[config.mk]
export PLATFORM = sky130hd
export DESIGN_NAME = lec_lane_counter
export DESIGN_NICKNAME = d
export VERILOG_FILES = /design/src/rtl/lec_pkg.sv /design/src/rtl/lec_ctrl_regs.sv /design/src/rtl/lec_event_sel.sv /design/src/rtl/lec_count_core.sv /design/src/rtl/lec_lane_counter.sv
export SDC_FILE = /design/constraint.sdc
export NUM_CORES = 1
export LEC_CHECK = 0
export ABC_AREA = 1
export BUFFER_PORTS_ARGS = -buffer_cell sky130_fd_sc_hd__buf_2
export CORE_AREA = 2 2 330 332
export DETAILED_ROUTE_END_ITERATION = 12
export DIE_AREA = 0 0 332 334
export SETUP_SLACK_MARGIN = 0.05
export SLEW_MARGIN = 40
export SYNTH_ARGS = -nofsm -noshare
export SYNTH_HDL_FRONTEND = slang
export SYNTH_SLANG_ARGS = --single-unit
[constraint.sdc]
create_clock -name clk -period 6.6 [get_ports clk]
set_clock_uncertainty 0.15 [all_clocks]
set_input_delay 0.99 -clock clk [delete_from_list [all_inputs] [get_ports clk]]
set_output_delay 0.99 -clock clk [all_outputs]
set_load 0.05 [all_outputs]
[src/rtl/lec_pkg.sv]
package lec_pkg;

   localparam int unsigned REG_W      = 32;
   localparam int unsigned GRP_W      = 4;
   localparam int unsigned EVT_W      = 8;
   localparam int unsigned LANE_W     = 4;

   // control word bit positions
   localparam int unsigned GRP_LSB    = 24;
   localparam int unsigned EVT_LSB    = 16;
   localparam int unsigned LANE_LSB   = 8;
   localparam int unsigned RUN_BIT    = 7;
   localparam int unsigned ENA_LSB    = 2;
   localparam int unsigned CLR_LSB    = 0;

   // command codes
   localparam logic [2:0] ENA_START  = 3'b011;
   localparam logic [2:0] ENA_STOP   = 3'b001;
   localparam logic [1:0] CLR_GO     = 2'b01;

   typedef struct packed {
      logic [GRP_W-1:0]  grp;
      logic [EVT_W-1:0]  evt;
      logic [LANE_W-1:0] lane;
   } sel_t;

   function automatic logic [REG_W-1:0] pack_ctrl(input sel_t s, input logic run);
      logic [REG_W-1:0] w;
      w = '0;
      w[GRP_LSB  +: GRP_W]  = s.grp;
      w[EVT_LSB  +: EVT_W]  = s.evt;
      w[LANE_LSB +: LANE_W] = s.lane;
      w[RUN_BIT]            = run;
      return w;
   endfunction

   function automatic sel_t unpack_sel(input logic [REG_W-1:0] w);
      sel_t s;
      s.grp  = w[GRP_LSB  +: GRP_W];
      s.evt  = w[EVT_LSB  +: EVT_W];
      s.lane = w[LANE_LSB +: LANE_W];
      return s;
   endfunction

endpackage

[src/rtl/lec_ctrl_regs.sv]
module lec_ctrl_regs
   import lec_pkg::*;
(
   input  logic             clk,
   input  logic             rst_n,
   input  logic             ctrl_wr,
   input  logic [REG_W-1:0] wr_data,
   output sel_t             sel_o,
   output logic             run_o,
   output logic             clr_o
);

   logic [2:0] ena_cmd;
   logic [1:0] clr_cmd;
   sel_t       sel_q;
   logic       run_q;
   logic       unused_bits;

   assign ena_cmd     = wr_data[ENA_LSB +: 3];
   assign clr_cmd     = wr_data[CLR_LSB +: 2];
   assign unused_bits = ^{wr_data[31:28], wr_data[15:12], wr_data[7:5]};

   always_ff @(posedge clk or negedge rst_n) begin
      if (!rst_n) begin
         sel_q <= '0;
         run_q <= 1'b0;
      end else if (ctrl_wr) begin
         sel_q <= unpack_sel(wr_data);
         if (ena_cmd == ENA_START)
            run_q <= 1'b1;
         else if (ena_cmd == ENA_STOP)
            run_q <= 1'b0;
      end
   end

   assign sel_o = sel_q;
   assign run_o = run_q;
   assign clr_o = ctrl_wr && (clr_cmd == CLR_GO);

   // start / stop commands land on the next clock
   a_r3_start: assert property (@(posedge clk) disable iff (!rst_n)
      (ctrl_wr && wr_data[4:2] == 3'b011) |=> run_o);
   a_r3_stop: assert property (@(posedge clk) disable iff (!rst_n)
      (ctrl_wr && wr_data[4:2] == 3'b001) |=> !run_o);
   // undefined run codes keep the state
   a_r4_keep_run: assert property (@(posedge clk) disable iff (!rst_n)
      (ctrl_wr && wr_data[4:2] != 3'b011 && wr_data[4:2] != 3'b001) |=> $stable(run_o));
   // selector fields only move on a control write
   a_r2_sel_hold: assert property (@(posedge clk) disable iff (!rst_n)
      !ctrl_wr |=> $stable(sel_o));

endmodule

[src/rtl/lec_event_sel.sv]
module lec_event_sel
   import lec_pkg::*;
#(
   parameter int unsigned GROUPS      = 8,
   parameter int unsigned EVT_PER_GRP = 24,
   parameter int unsigned LANES       = 4,
   parameter bit          REG_STROBE  = 1'b0,
   localparam int unsigned NUM_STB    = GROUPS * EVT_PER_GRP * LANES,
   localparam int unsigned IDX_W      = (NUM_STB > 1) ? $clog2(NUM_STB) : 1
)(
   input  logic               clk,
   input  logic               rst_n,
   input  sel_t               sel_i,
   input  logic [NUM_STB-1:0] evt_strobe,
   output logic               hit_o
);

   logic [31:0]      flat_idx;
   logic [IDX_W-1:0] idx;
   logic             in_range;
   logic             raw_hit;

   always_comb begin
      in_range = (32'(sel_i.grp)  < GROUPS) &&
                 (32'(sel_i.evt)  < EVT_PER_GRP) &&
                 (32'(sel_i.lane) < LANES);
      flat_idx = ((32'(sel_i.grp) * EVT_PER_GRP) + 32'(sel_i.evt)) * LANES
                 + 32'(sel_i.lane);
      idx      = in_range ? IDX_W'(flat_idx) : '0;
      raw_hit  = in_range && evt_strobe[idx];
   end

   generate
      if (REG_STROBE) begin : g_reg
         logic hit_q;
         always_ff @(posedge clk or negedge rst_n) begin
            if (!rst_n) hit_q <= 1'b0;
            else        hit_q <= raw_hit;
         end
         assign hit_o = hit_q;
      end else begin : g_comb
         logic unused_clk;
         assign unused_clk = clk ^ rst_n;
         assign hit_o = raw_hit;
      end
   endgenerate

   // selections past the strobe vector never produce a hit
   a_r7_range: assert property (@(posedge clk) disable iff (!rst_n)
      !in_range |-> !raw_hit);

endmodule

[src/rtl/lec_count_core.sv]
module lec_count_core #(
   parameter int unsigned CNT_W = 32
)(
   input  logic             clk,
   input  logic             rst_n,
   input  logic             clr_i,
   input  logic             run_i,
   input  logic             hit_i,
   output logic [CNT_W-1:0] cnt_o
);

   logic [CNT_W-1:0] cnt_q;

   always_ff @(posedge clk or negedge rst_n) begin
      if (!rst_n)
         cnt_q <= '0;
      else if (clr_i)
         cnt_q <= '0;
      else if (run_i && hit_i)
         cnt_q <= cnt_q + 1'b1;
   end

   assign cnt_o = cnt_q;

   // clear empties the counter on the next clock
   a_r5_clear: assert property (@(posedge clk) disable iff (!rst_n)
      clr_i |=> (cnt_o == '0));
   // at most one step per clock, modulo the width
   a_r6_step: assert property (@(posedge clk) disable iff (!rst_n)
      !clr_i |=> (cnt_o == $past(cnt_o) || cnt_o == $past(cnt_o) + 1'b1));
   // a stopped counter holds
   a_r8_hold: assert property (@(posedge clk) disable iff (!rst_n)
      (!clr_i && !run_i) |=> $stable(cnt_o));

endmodule

[src/rtl/lec_lane_counter.sv]
module lec_lane_counter
   import lec_pkg::*;
#(
   parameter int unsigned GROUPS      = 8,
   parameter int unsigned EVT_PER_GRP = 24,
   parameter int unsigned LANES       = 4,
   parameter int unsigned CNT_W       = 32,
   parameter int unsigned ADDR_W      = 8,
   parameter int unsigned CTRL_OFS    = 8'h08,
   parameter int unsigned DATA_OFS    = 8'h0C,
   parameter bit          REG_STROBE  = 1'b0,
   localparam int unsigned NUM_STB    = GROUPS * EVT_PER_GRP * LANES
)(
   input  logic               clk,
   input  logic               rst_n,
   input  logic               wr_en,
   input  logic [ADDR_W-1:0]  wr_addr,
   input  logic [31:0]        wr_data,
   input  logic [ADDR_W-1:0]  rd_addr,
   output logic [31:0]        rd_data,
   input  logic [NUM_STB-1:0] evt_strobe
);

   // elaboration-time parameter checks
   generate
      if (GROUPS < 1 || GROUPS > (1 << GRP_W)) begin : g_bad_grp
         $error("GROUPS out of range");
      end
      if (EVT_PER_GRP < 1 || EVT_PER_GRP > (1 << EVT_W)) begin : g_bad_evt
         $error("EVT_PER_GRP out of range");
      end
      if (LANES < 1 || LANES > (1 << LANE_W)) begin : g_bad_lane
         $error("LANES out of range");
      end
      if (CNT_W < 1 || CNT_W > REG_W) begin : g_bad_cnt
         $error("CNT_W out of range");
      end
      if (CTRL_OFS == DATA_OFS || (CTRL_OFS % 4) != 0 || (DATA_OFS % 4) != 0) begin : g_bad_ofs
         $error("register offsets must differ and be word aligned");
      end
      if (CTRL_OFS >= (1 << ADDR_W) || DATA_OFS >= (1 << ADDR_W)) begin : g_bad_aw
         $error("ADDR_W too narrow for offsets");
      end
   endgenerate

   localparam logic [ADDR_W-1:0] CTRL_A = ADDR_W'(CTRL_OFS);
   localparam logic [ADDR_W-1:0] DATA_A = ADDR_W'(DATA_OFS);

   logic             ctrl_wr;
   sel_t             sel;
   logic             run;
   logic             clr;
   logic             hit;
   logic [CNT_W-1:0] cnt;

   assign ctrl_wr = wr_en && (wr_addr == CTRL_A);

   lec_ctrl_regs u_ctrl (
      .clk     (clk),
      .rst_n   (rst_n),
      .ctrl_wr (ctrl_wr),
      .wr_data (wr_data),
      .sel_o   (sel),
      .run_o   (run),
      .clr_o   (clr)
   );

   lec_event_sel #(
      .GROUPS      (GROUPS),
      .EVT_PER_GRP (EVT_PER_GRP),
      .LANES       (LANES),
      .REG_STROBE  (REG_STROBE)
   ) u_sel (
      .clk        (clk),
      .rst_n      (rst_n),
      .sel_i      (sel),
      .evt_strobe (evt_strobe),
      .hit_o      (hit)
   );

   lec_count_core #(.CNT_W(CNT_W)) u_cnt (
      .clk   (clk),
      .rst_n (rst_n),
      .clr_i (clr),
      .run_i (run),
      .hit_i (hit),
      .cnt_o (cnt)
   );

   always_comb begin
      if (rd_addr == CTRL_A)
         rd_data = pack_ctrl(sel, run);
      else if (rd_addr == DATA_A)
         rd_data = REG_W'(cnt);
      else
         rd_data = '0;
   end

   // unmapped reads return zero
   a_r11_unmapped: assert property (@(posedge clk) disable iff (!rst_n)
      (rd_addr != CTRL_A && rd_addr != DATA_A) |-> (rd_data == 32'h0));
   // writes outside the control word leave the selector alone
   a_r11_no_side: assert property (@(posedge clk) disable iff (!rst_n)
      (wr_en && wr_addr != CTRL_A) |=> $stable(rd_data[27:8]) || $past(rd_addr) != rd_addr);

endmodule

==> results of run 1 <==
-- registers in the layout, indices dropped and copies added, names as in the netlist --
| name | count |
|---|---|
| u_cnt.cnt_o | 32 |
| u_ctrl.run_o | 1 |
| u_ctrl.sel_o | 16 |
-- worst max-delay path, stage by stage, from the launching register on --
cell	delay, ns
dfrtp_1	0.43
nor2_1	0.11
nand2_1	0.13
nor2_8	0.36
nand2_8	0.35
inv_8	0.31
buf_16	0.29
buf_4	0.27
nand3_1	0.08
nand3_1	0.19
nand3_1	0.12
nand3_1	0.11
nand3_1	0.11
nand3_1	0.12
nand3_1	0.11
nand3_1	0.24
nand2_2	0.43
buf_4	0.36
nand4_1	0.13
nand2_1	0.07
nand2_1	0.05
nor2_1	0.05
-- cells in the final DEF, fill, tap and decap left out, drive strengths merged, types with 10 or more instances in the layout --
master / instances
diode: 14
nand3: 1175
o22ai: 17
o21ai: 18
buf: 885
nor2: 93
nand4: 19
nor3: 18
ha: 10
dfrtp: 49
inv: 93
nand2: 511
-- power breakdown --
part | leakage (nW) | switching [W] | total, W | internal (W)
Clock | 0.0701 | 0.000112 | 0.000262 | 0.000149
Combinational | 8.35 | 0.000494 | 0.000803 | 0.000308
Sequential | 0.473 | 0.0000140 | 0.000327 | 0.000313
-- metrics by stage --
step	total power, W	util
2_1_floorplan	0.000696	-
3_3_place_gp	0.00113	0.158
3_5_place_dp	0.00113	0.158
4_1_cts	0.00140	0.160
5_1_grt	0.00148	0.161
6_report	0.00139	0.161
-- how the worst min path moves through the flow --
stage / start / to / slack [ns] / cells past startpoint
2_1_floorplan: u_ctrl.run_o / u_ctrl.run_o / 0.34 / 2
3_3_place_gp: u_cnt.cnt_o[1] / u_cnt.cnt_o[1] / 0.37 / 2
3_5_place_dp: u_cnt.cnt_o[1] / u_cnt.cnt_o[1] / 0.40 / 2
4_1_cts: u_cnt.cnt_o[5] / u_cnt.cnt_o[5] / 0.41 / 3
5_1_grt: u_cnt.cnt_o[1] / u_cnt.cnt_o[1] / 0.45 / 2
6_report: u_cnt.cnt_o[5] / u_cnt.cnt_o[5] / 0.41 / 3
-- Yosys cell counts (2+ instances only) --
| cell type | number |
|---|---|
| nand3_1 | 1174 |
| nand2_1 | 506 |
| buf_2 | 110 |
| nor2_1 | 92 |
| inv_1 | 90 |
| clkbuf_1 | 66 |
| dfrtp_1 | 49 |
| buf_4 | 30 |
| nand4_1 | 19 |
| o21ai_0 | 18 |
| nor3_1 | 17 |
| o22ai_1 | 17 |
| buf_1 | 12 |
| ha_1 | 10 |
| a21oi_1 | 7 |
| nor4_1 | 7 |
| inv_2 | 4 |
| nand2_2 | 4 |
| xnor2_1 | 4 |
| xor2_1 | 4 |
| fa_1 | 3 |
| and3_1 | 2 |
| buf_6 | 2 |
| nand3b_1 | 2 |
| or2_2 | 2 |
-- metal layers --
metal,GRT usage,vias to the layer above,wire length (µm)
li1,-,9157,-
met1,0.196,8991,36900
met2,0.261,1290,43200
met3,0.0351,183,9160
met4,0.0552,20,3720
met5,0,-,118
-- cells by family after synthesis --
| logic type | count (synthesis) |
|---|---|
| AOI/OAI and AO/OA | 43 |
| xor gates and xnor gates | 8 |
| adders and majority gates | 13 |
| buffers and inverters | 314 |
| DFF | 49 |
| and+or+nand+nor | 1830 |
-- area by class of cell --
cell class                      count  area [µm²]
Multi-Input combinational cell   1894        9040
Sequential cell                    49        1230
Antenna cell                       14        35.0
Inverter                           94         364
Clock buffer                        7         143
Fill cell                       12720       90500
Timing Repair Buffer              885        4730
Tap cell                         1414        1770
==> run summary, run 1 <==
The number of max-slew violations in the final report came out at 0. The min-delay analysis places its worst path in the category reg -> reg. The data arrival at the endpoint of the critical path is 4.94 ns. The clock-pin slew of the registers on the worst-case setup and hold paths is 0.06 ns. STA classifies the critical path endpoint as a flop.

The remaining design rule violation count is 0. The worst register-to-register path has a depth of 21. The congestion estimate from routability-driven global placement came to just under 1. After the first detailed-routing iteration, the DRC count stood at 2094. A synthesized cell averages between 5 and 6 µm².

851 I/O pins were placed. Of the available clock period, the critical path in the final layout requires 0.745. The arithmetic-cell share of the synthesized area counting full adders, half adders and majority gates is 0.0159. The number of port buffers came out at 839. The worst relative slew slack came out at 0.378. Across the run, the number of max-cap violations was 0.

The via count of the first global-routing pass came out at roughly 18000. The count of flip-flops with a built-in enable after synthesis came out at 0. The floorplan die width came out at 332 µm.

The die covers between 0.1 and 0.15 mm². Including well taps, the total number of placed cells is 4333. The final setup TNS is 0 ns. The layout cell share with drive strength beyond 1 is 0.311. Across all layers, the routed design uses 19641 vias. The maximum fanout count along the critical path came out at 82. The final cell count without fillers came out at 4357. The critical path starts at u_ctrl.sel_o[15]. The post-CTS repair timing setup buffer count is 0.

The area share of the largest cell type after synthesis is 0.504. The hold violation total from the final report is 0. The count of standard-cell rows is roughly 120. The routed length per instance is 21.4 µm. The register bit count reported by yosys came out at just under 50. The antenna violation net count after detailed routing is 0. The number of nets in the layout is between 3000 and 4000. IR analysis of the VDD net gives a maximum drop of 0.115 mV.

TritonCTS built the clock tree. The TritonCTS buffer count came out at 5. The clock net in this run drives a total of 49 sinks. Ranked by total cell area, the synthesized netlist is headed by nand3_1 50%, nand2_1 16%, dfrtp_1 11%. The number of instances in the synthesized netlist is 2257. The startpoint identified for the worst register-to-register timing path is u_ctrl.sel_o[15]. The share of flip-flops with an asynchronous set or reset is 1.00. The effective utilization at floorplan is 0.108. The area added between synthesis and finish is 48.6%.

The quantity of hold-fixing buffers added after cts is 0. Setup repair after global routing left no endpoint under its margin. The post-detailed-route via-to-cell ratio is 4.51. The most used flip-flop cell after synthesis is dfrtp_1. Setup violations remaining at the end of the flow were counted as 0. The number of iterations in the first detailed-routing pass is 6. By startpoint and endpoint, the worst setup path is classified as reg -> reg. The total cell area at the placement stage is about 0.017 mm².

The source-to-sink clock delay at the later pin of the worst-skew pair is between 0.2 and 0.3 ns. The minimum clock period is 4.91 ns. Entering global routing, the biggest net connects roughly 160 pins. OpenSTA, run right after detailed placement, puts the worst setup slack at 1.61 ns. The overall fraction of global-route tracks in use came out at 0.156. The aggregate global routing overflow is 0. The final layout contains routed wiring with a total length of 93.0 mm. The main combinational cell family by area after synthesis is simple AND/OR/NAND/NOR gates. The cell area after layout came out at 0.0173 mm². From bottom edge to top edge, the die measures 334 µm. Of all cell types, the one taking the most synthesized area is nand3_1.

Counting along the longest clock path gives a buffer depth of 2. The sequential fraction of the synthesis area is 0.105. The clock root buffer is clkbuf_16. The first global-routing pass estimated 126 mm of wire. The total leakage power came out at 8.89 nW.

The destination of the worst register-to-register timing path is u_cnt.cnt_o[26]. The standard cell core area is 0.108 mm². The area fraction in and, or, nand and nor cells after synthesis came out at 0.728. The number of warning messages in the yosys log came out at 0.

The final worst hold slack is 0.411 ns. The flow ran to the end, and the final reports show no timing, DRC or antenna violations. The end point of the critical path is u_cnt.cnt_o[26]. After synthesis, the netlist uses 31 different library cells. After clock tree synthesis, the repair step resized 0 gates.

The pin slew with the least headroom to its limit came out at 0.933 ns. The share of cell area taken by muxes after synthesis came out at 0. The synthesized-area fraction occupied by ao, oa, aoi and oai cells came to 0.0206. The number of antenna violations at the first check in global routing came out at 52. The worst-case register-to-register setup slack is 1.69 ns. The half-perimeter wire length of the detailed placement result is 74.2 mm. The required time of the critical path is ~6.6 ns. After layout, the worst setup slack is 1.69 ns. The post-synth design cell area came out at 0.0117 mm². The total power divided by cell area is 80.3 mW/mm². The area share of xor/xnor cells in the synthesized design came out at 0.00601.

The net count after synthesis is around 3000. The startpoint kind of the worst setup timing path is a flop. The level count of the clock H-tree came out at 2. The maximum frequency from static timing analysis is roughly 200 MHz.
Power figures use the tool's default switching activity.
==> run 2: changes to the inputs <==
--- a/config.mk
+++ b/config.mk
@@ -5,7 +5,7 @@
 export SDC_FILE = /design/constraint.sdc
 export NUM_CORES = 1
 export LEC_CHECK = 0
-export ABC_AREA = 1
+export ABC_AREA = 0
 export BUFFER_PORTS_ARGS = -buffer_cell sky130_fd_sc_hd__buf_2
 export CORE_AREA = 2 2 330 332
 export DETAILED_ROUTE_END_ITERATION = 12
==> constraint.sdc (replaced) <==
create_clock -name clk -period 4.3 [get_ports clk]
set_clock_uncertainty 0.15 [all_clocks]
set_input_delay 0.645 -clock clk [delete_from_list [all_inputs] [get_ports clk]]
set_output_delay 0.645 -clock clk [all_outputs]
set_load 0.05 [all_outputs]
==> run 2 against run 1 <==
  * The flow now finishes with violations (negative setup slack)
  * Via count is 9.8% lower
  * Utilization is 3.8 points higher
  * Synthesized cell count is 35% lower
  * Total power grew to 2.9 times the previous value
  * Clock power is 80% higher
  * Non-clock buffer count is 296 higher
  * Sequential share of layout area is 1.3 points lower
  * Combinational power grew to 3.9 times the previous value
  * Synthesized area is 0.21% higher
  * Setup slack worse by 1.8 ns
  * Sequential power is 51% higher
  * Largest cell class unchanged
==> run summary, run 2 <==
The run finished, with violations left. The checks that failed: negative setup slack. The die outline height is 334 µm. In this run the worst hold path is classified as in -> async. The worst setup path is launched from a flop. The number of setup violations in the final report came out at 5. The clock net in this run drives a total of 49 sinks.

The count of buffers added on input and output ports is 839. The count of standard-cell rows is between 100 and 150. The final cell count without fillers came out at 3925.

The library cells used most frequently in the layout, excluding fill and tap cells, are 838 x buf_2, 259 x buf_4, 120 x mux2i_1, 107 x nor2_1, 101 x a21oi_1. After synthesis, the cell types taking the most area are dfrtp_1 10%, mux2i_1 10%, mux4_2 9.8%. The number of warning messages in the yosys log came out at 0. Across the VDD grid, the largest voltage drop is ~0.21 mV. The cell count after synthesis came out at roughly 1500.

The wire length of the first global-routing pass is 153 mm. The via count of the first global-routing pass came out at between 15000 and 20000. Summed over all layers, the global routing overflow is 0.

The overall fraction of global-route tracks in use is 0.200. The level count of the clock H-tree is 2. After the last flow step, the layout net total stands at between 3000 and 4000. The first detailed-routing pass ran for 5 iterations. The maximum fanout count along the critical path came out at 7. The final setup TNS came out at -0.243 ns. The area share of the largest cell type after synthesis came out at 0.105.

The cell total after placement came out at 3849. The clock root buffer is clkbuf_16. The total leakage power is 9.21 nW.

The antenna violation net count after detailed routing came out at 0. Setup slack on the critical path of the routed design comes to -0.118 ns. Sorting the synthesized cells by how often they occur yields 122 x mux2i_1, 114 x nor2_1, 107 x a21oi_1. In this run the critical register-to-register path is captured at u_cnt.cnt_o[5]. The worst setup path is of the reg -> reg kind.

STA puts the critical path data required time at 4.38 ns. The clock-pin slew of the registers on the worst-case setup and hold paths came out at 0.07 ns. The register bit count reported by yosys is 49.

The source-to-sink clock delay at the later pin of the worst-skew pair came out at 0.30 ns. The share of flip-flops with an asynchronous set or reset came out at 1.00. The most common cell after layout, fill and taps aside is buf_2. The worst setup path is captured at a flop.

The number of vias after detailed routing came out at 17712. The number of antenna violations at the first check in global routing came to 42. The startpoint identified for the worst register-to-register timing path is u_ctrl.sel_o[10]. The number of different library cells in the post-synthesis netlist is 86. In this run the tightest slew margin relative to its limit is 0.447. Dividing the detail-routed via count by the number of cells gives 4.51.

Power spread over the standard cell area amounts to roughly 190 mW/mm². For the worst setup path, the data arrival time is 4.50 ns. The worst-case register-to-register setup slack came out at -0.12 ns.

The standard cell core area is 0.108 mm². The hold violation total from the final report is 0. The routed length per instance is 29.7 µm. The maximum frequency from static timing analysis came out at 226 MHz. The sequential fraction of the synthesis area came out at 0.105.

The number of top-level design ports came out at 851. The half-perimeter wire length of the detailed placement result came out at ~100 mm. The minimum clock period is 4.42 ns.

The post-synth design cell area came out at between 0.01 and 0.015 mm². The effective utilization at floorplan came out at 0.108. TritonCTS built the clock tree.

The layout cell share with drive strength beyond 1 is 0.581. The worst slack after detailed placement is -0.623 ns. The area added between synthesis and finish came out at 83.5%. The final wirelength came out at 117 mm. The congestion estimate from routability-driven global placement came to ~0.94. The largest net degree at the start of global routing came out at 43. The pin slew with the least headroom to its limit is just over 0.8 ns. The register with the most flip-flops in the layout has 32 of them. The number of max-slew violations in the final report is 0. The most common cell in the netlist is mux2i_1. The primary flip-flop cell chosen by synthesis mapping is dfrtp_1.

Setup repair after global routing could not meet its margin everywhere. The maximum clock path buffer count came out at 2. The remaining design rule violation count is 0. The die covers roughly 0.11 mm². The post-route fraction of the period consumed by the critical path came out at 1.03.

Counting cells, the worst reg-to-reg path comes to 15. The per-instance average area after synthesis is 7.95 µm². The fill cell instance count of the final layout is 12259. The floorplan die width came out at roughly 330 µm. The number of violations reported at the end of detailed-routing iteration 0 came out at 1090. Counting the buffers created by CTS gives 5. The count of flip-flops with a built-in enable after synthesis is 0. The number of max-cap violations came out at 0.

Counting every net in the synthesized netlist gives about 2300. The cell taking the most area after synthesis is dfrtp_1.
==> run 2: cell types whose count changed in the layout (fill, tap and decap cells not counted), moves of 44 or more <==
| cell | previous run | this run |
|---|---|---|
| nand3_1 | 1173 | 16 |
| nand2_1 | 505 | 71 |
| buf_4 | 32 | 259 |
| mux2i_1 | 0 | 120 |
| a21oi_1 | 7 | 101 |
| o21ai_0 | 18 | 85 |
| mux2_2 | 0 | 65 |
| inv_1 | 88 | 32 |
| mux4_2 | 0 | 51 |
| buf_12 | 12 | 56 |
==> run 2: how the worst max path moves through the flow <==
stage,startpoint,endpoint,slack (ns)
2_1_floorplan,u_ctrl.sel_o[13],u_cnt.cnt_o[17],0.34
3_3_place_gp,u_ctrl.sel_o[4],u_cnt.cnt_o[3],-0.63
3_5_place_dp,u_ctrl.sel_o[4],u_cnt.cnt_o[3],-0.62
4_1_cts,u_ctrl.sel_o[9],u_cnt.cnt_o[5],-0.1
5_1_grt,u_ctrl.sel_o[10],u_cnt.cnt_o[5],-0.21
6_report,u_ctrl.sel_o[10],u_cnt.cnt_o[5],-0.12
==> run 2: repair_timing <==
action | CTS | global route
setup buffers | 28 | 28
hold buffers | 0 | 0
cloned | 2 | 1
pin swaps | 46 | 45
gates resized for setup | 113 | 77
hold endpoints to repair | 0 | 0
setup endpoints to repair | 32 | 32
==> run 2: critical path, stage by stage, from the launching register on <==
cell and delay (ns):
dfrtp_1 0.39, or4_4 0.61, buf_12 0.17, nor3_4 0.23
buf_12 0.18, buf_12 0.12, a221oi_2 0.04, o311a_1 0.31
a311o_1 0.40, o211a_1 0.30, a311oi_2 0.36, clkbuf_16 0.21
o211ai_4 0.10, buf_12 0.15, or4b_4 0.48, a21oi_2 0.14
==> run 2: power by group <==
part	internal (W)	switching [W]
combinational	0.00138	0.00172
clock	0.000275	0.000197
sequential	0.000472	0.0000222
==> run 2: final cells by class <==
cell class                      instances  area [µm²]  share of cell area
Antenna cell                           12        30.0             0.00140
Sequential cell                        49        1240              0.0578
Clock buffer                            6         129             0.00601
Timing Repair Buffer                 1181        7680               0.358
Tap cell                             1414        1770              0.0825
Multi-Input combinational cell       1225       10400               0.486
Inverter                               36         135             0.00630
Clock inverter                          2        35.0             0.00163
==> run 2: cells by family after synthesis <==
kind of cell,synth area share
flops,0.105
compound gates,0.331
simple gates,0.191
fa+ha+maj,0.0159
mux,0.267
buf+inv,0.0795
xor+xnor,0.0109
==> run 2: through the flow <==
step | hold WS [ns] | instance area (µm²) | power, W | utilization
final | 0.134 | 21400 | 0.00407 | 0.199
after global placement | 0.404 | 19800 | 0.00335 | 0.183
after floorplan | 0.199 | 11700 | 0.00157 | -
after global routing | 0.158 | 21400 | 0.00429 | 0.199
after CTS | 0.309 | 20800 | 0.00400 | 0.193
after detailed placement | 0.407 | 19800 | 0.00335 | 0.183
==> run 2: routing by layer <==
metal / vias to the layer above / GRT usage / routed length (µm)
met5: - / 0 / 86
met4: 12 / 0.0579 / 3930
met3: 151 / 0.0215 / 5720
met2: 898 / 0.355 / 57000
met1: 8696 / 0.253 / 49900
li1: 7955 / - / -
==> run 3: changes to the inputs <==
--- a/config.mk
+++ b/config.mk
@@ -10,6 +10,7 @@
 export CORE_AREA = 2 2 330 332
 export DETAILED_ROUTE_END_ITERATION = 12
 export DIE_AREA = 0 0 332 334
+export GPL_TIMING_DRIVEN = 0
 export SETUP_SLACK_MARGIN = 0.05
 export SLEW_MARGIN = 40
 export SYNTH_ARGS = -nofsm -noshare
==> run 3 against run 2 <==
  * The run still ends with negative setup slack left
  * Setup slack worse by 0.19 ns
  * Final cell count fell by 0.92%
  * Critical path depth up 2
  * First-iteration DRC count increased by 82%
  * Largest cell class unchanged
  * Largest power group unchanged
==> run summary, run 3 (synthesis gave the netlist of run 2 again) <==
The flow ran to the end, but the final reports show violations. The checks that failed: negative setup slack. In this run the deepest clock path goes through 2 buffers.

The pin slew with the least headroom to its limit came out at between 0.8 and 0.9 ns. The worst setup path is of the reg -> reg kind. The total stage count of the critical path is 17. The largest stage delay on the critical path came out at 0.64 ns.

The number of max-slew violations in the final report came out at 0. The minimum clock period is between 4 and 5 ns. The remaining design rule violation count came out at 0. The critical path ends at u_cnt.cnt_o[5]. Entering global routing, the biggest net connects 50 pins. Summed over all cells, the static leakage comes to 9.05 nW. The number of max-cap violations is 0. The overall die area is about 0.11 mm². The effective utilization at floorplan is 0.108. The smallest setup slack after layout came out at -0.310 ns. For this design, the sink count on the clock tree is 49. The routed length on met2 is 69.7 mm. The required time of the critical path came out at 4.37 ns.

The hold violation total from the final report is 0. The aggregate global routing overflow is 0. TritonCTS built the clock tree. The post-detailed-route via-to-cell ratio came out at 4.99.

Once detail routing completed, the nets flagged for antenna violations numbered 0. Relative to the synthesized area, the layout overhead comes to 85.6%. The cell with the largest stage delay on the worst path is o211ai_1.

The maximum fanout count along the critical path came out at 10. The length of routed met3 wiring is 13.2 mm. Of the available clock period, the critical path in the final layout requires 1.07. Counting both buffers and inverters, the worst setup path holds a total of 8. Tracing the worst setup path back leads to its startpoint at u_ctrl.sel_o[2]. The number of nets in the layout is 3272. Clock latency on the worst-skew pair, taken at its later pin, is 0.30 ns. Setup repair after global routing could not meet its margin everywhere.

The clock-pin slew of the registers on the worst-case setup and hold paths came out at 0.08 ns. The most frequent cell on the critical path is buf_12. The last weighted congestion value of the routability-driven placer came out at between 0.9 and 1. The H-tree was split into 2 levels. The number of flip-flops under the largest register name is 32. Grouping stages by cell kind, the critical path spends the most delay in compound AO/OA/AOI/OAI gates. The final worst hold slack came out at around 0.24 ns. The number of antenna violations at the first check in global routing is 91.

The worst ir drop on vdd came out at 0.173 mV. The die outline height came out at 334 µm. In the layout the commonest cells are 841 x buf_2, 117 x mux2i_1, 104 x buf_4, 103 x nor2_1, 99 x a21oi_1. The number of violations reported at the end of detailed-routing iteration 0 came out at approximately 2000. The most common cell after layout, fill and taps aside is buf_2.

The half-perimeter wire length of the detailed placement result is 123 mm. The wire length of the first global-routing pass came out at 190 mm. During I/O placement, the number of pins put on the boundary was between 800 and 900. The length in cells of the worst reg-to-reg path came out at 17. The maximum frequency from static timing analysis is around 220 MHz.

The total power of the final layout came out at about 0.0045 W. The clock root buffer is clkbuf_16. Wires add up to between 150 and 200 mm.

The destination of the worst register-to-register timing path is u_cnt.cnt_o[5]. The highest layer touched by signal routing is met5. The overall fraction of global-route tracks in use came out at 0.260.

The cell total after placement came out at ~3700. The worst setup path is launched from a flop. The via count of the first global-routing pass came out at 19311. The critical path goes through ha_4 -> buf_12 -> buf_16 -> buf_12 -> buf_12 -> buf_12 -> buf_16 -> buf_4 -> a22oi_2 -> o22ai_1 -> o211ai_1 -> a2111oi_4 -> a211oi_4 -> buf_6 -> o211ai_4 -> or4b_1 -> a21oi_1.

In this run the tightest slew margin relative to its limit is 0.425. The worst-case register-to-register setup slack is -0.31 ns. The first detailed-routing pass took 6 iterations. The number of vias after detailed routing came out at 19398. In this run the critical register-to-register path is launched from u_ctrl.sel_o[2]. The total power divided by cell area is 206 mW/mm². The floorplan has 121 rows. STA classifies the critical path endpoint as a flop. The standard cell core area came out at 0.108 mm². The layout cell share with drive strength beyond 1 is 0.576. The total routed wire length on the met1 layer is ~61 mm. The final cell count without fillers came out at around 3900.

In this run the tool buffered the top-level ports with 838 buffer cells. Setup violations remaining at the end of the flow were counted as 32. The core occupancy in the finished layout is 0.201. Dividing the detail-routed wire length by the instance count gives 38.9 µm. The type of the worst min-delay path is in -> async. After filler insertion, the fill cell instance count of the layout stands at ~12000.

The data arrival at the endpoint of the critical path came out at between 4 and 5 ns. From left edge to right edge, the die measures between 300 and 400 µm. The TritonCTS buffer count is 5.
-- run 3: report_power, final --
part / total, W / switching [W] / leakage [nW] / internal [W]
combinational: 0.00353 / 0.00217 / 8.32 / 0.00137
clock: 0.000433 / 0.000213 / 0.0706 / 0.000220
sequential: 0.000493 / 0.0000216 / 0.659 / 0.000472
total: 0.00446 / 0.00240 / 9.05 / 0.00206
-- run 3: final cells by class --
type | instances | area, µm² | area share
Antenna cell | 34 | 85.1 | 0.00392
Buffer | 159 | 2120 | 0.0979
Clock buffer | 5 | 125 | 0.00577
Clock inverter | 3 | 25.0 | 0.00115
Inverter | 36 | 140 | 0.00646
Multi-Input combinational cell | 1226 | 10700 | 0.495
Sequential cell | 49 | 1240 | 0.0572
Tap cell | 1414 | 1770 | 0.0816
Timing Repair Buffer | 963 | 5430 | 0.251
-- run 3: how the worst min path moves through the flow --
stage / start / endpoint / slack, ns / cells past startpoint
2_1_floorplan: rst_n / u_cnt.cnt_o[0] / 0.20 / 0
3_3_place_gp: u_cnt.cnt_o[1] / u_cnt.cnt_o[1] / 0.41 / 2
3_5_place_dp: u_cnt.cnt_o[1] / u_cnt.cnt_o[1] / 0.41 / 2
4_1_cts: rst_n / u_ctrl.sel_o[14] / 0.27 / 1
5_1_grt: rst_n / u_ctrl.sel_o[13] / 0.29 / 1
6_report: rst_n / u_ctrl.sel_o[13] / 0.24 / 1
-- run 3: per-layer routing --
metal,vias up,GRT usage
met5,-,0
met4,30,0.0946
li1,7886,-
met3,356,0.0582
met1,9596,0.327
met2,1530,0.433
-- run 3: what timing repair did --
action                                  CTS  global route
gates cloned                              2             1
hold buffers                              0             0
gates resized for setup                 499            57
endpoints found under the setup margin   34            32
pin swaps                                51            30
buffers inserted                         90            15
-- run 3: through the flow --
stage          setup slack, ns  cell area [µm²]  setup TNS [ns]
6_report                -0.310            21700           -6.15
5_1_grt                 -0.307            21700           -6.65
3_3_place_gp             -3.35            17600         -105.81
2_1_floorplan            0.343            11700               0
4_1_cts                 -0.263            21200           -4.14
3_5_place_dp             -2.99            18100          -91.59
-- run 3: worst register-to-register path: cells and delay by family (launching register included) --
kind	cells	cell delay [ns]
AOI/OAI and AO/OA	7	1.72
buffers and inverters	8	1.40
DFF	1	0.48
and+or+nand+nor	1	0.48
adders and majority gates	1	0.30
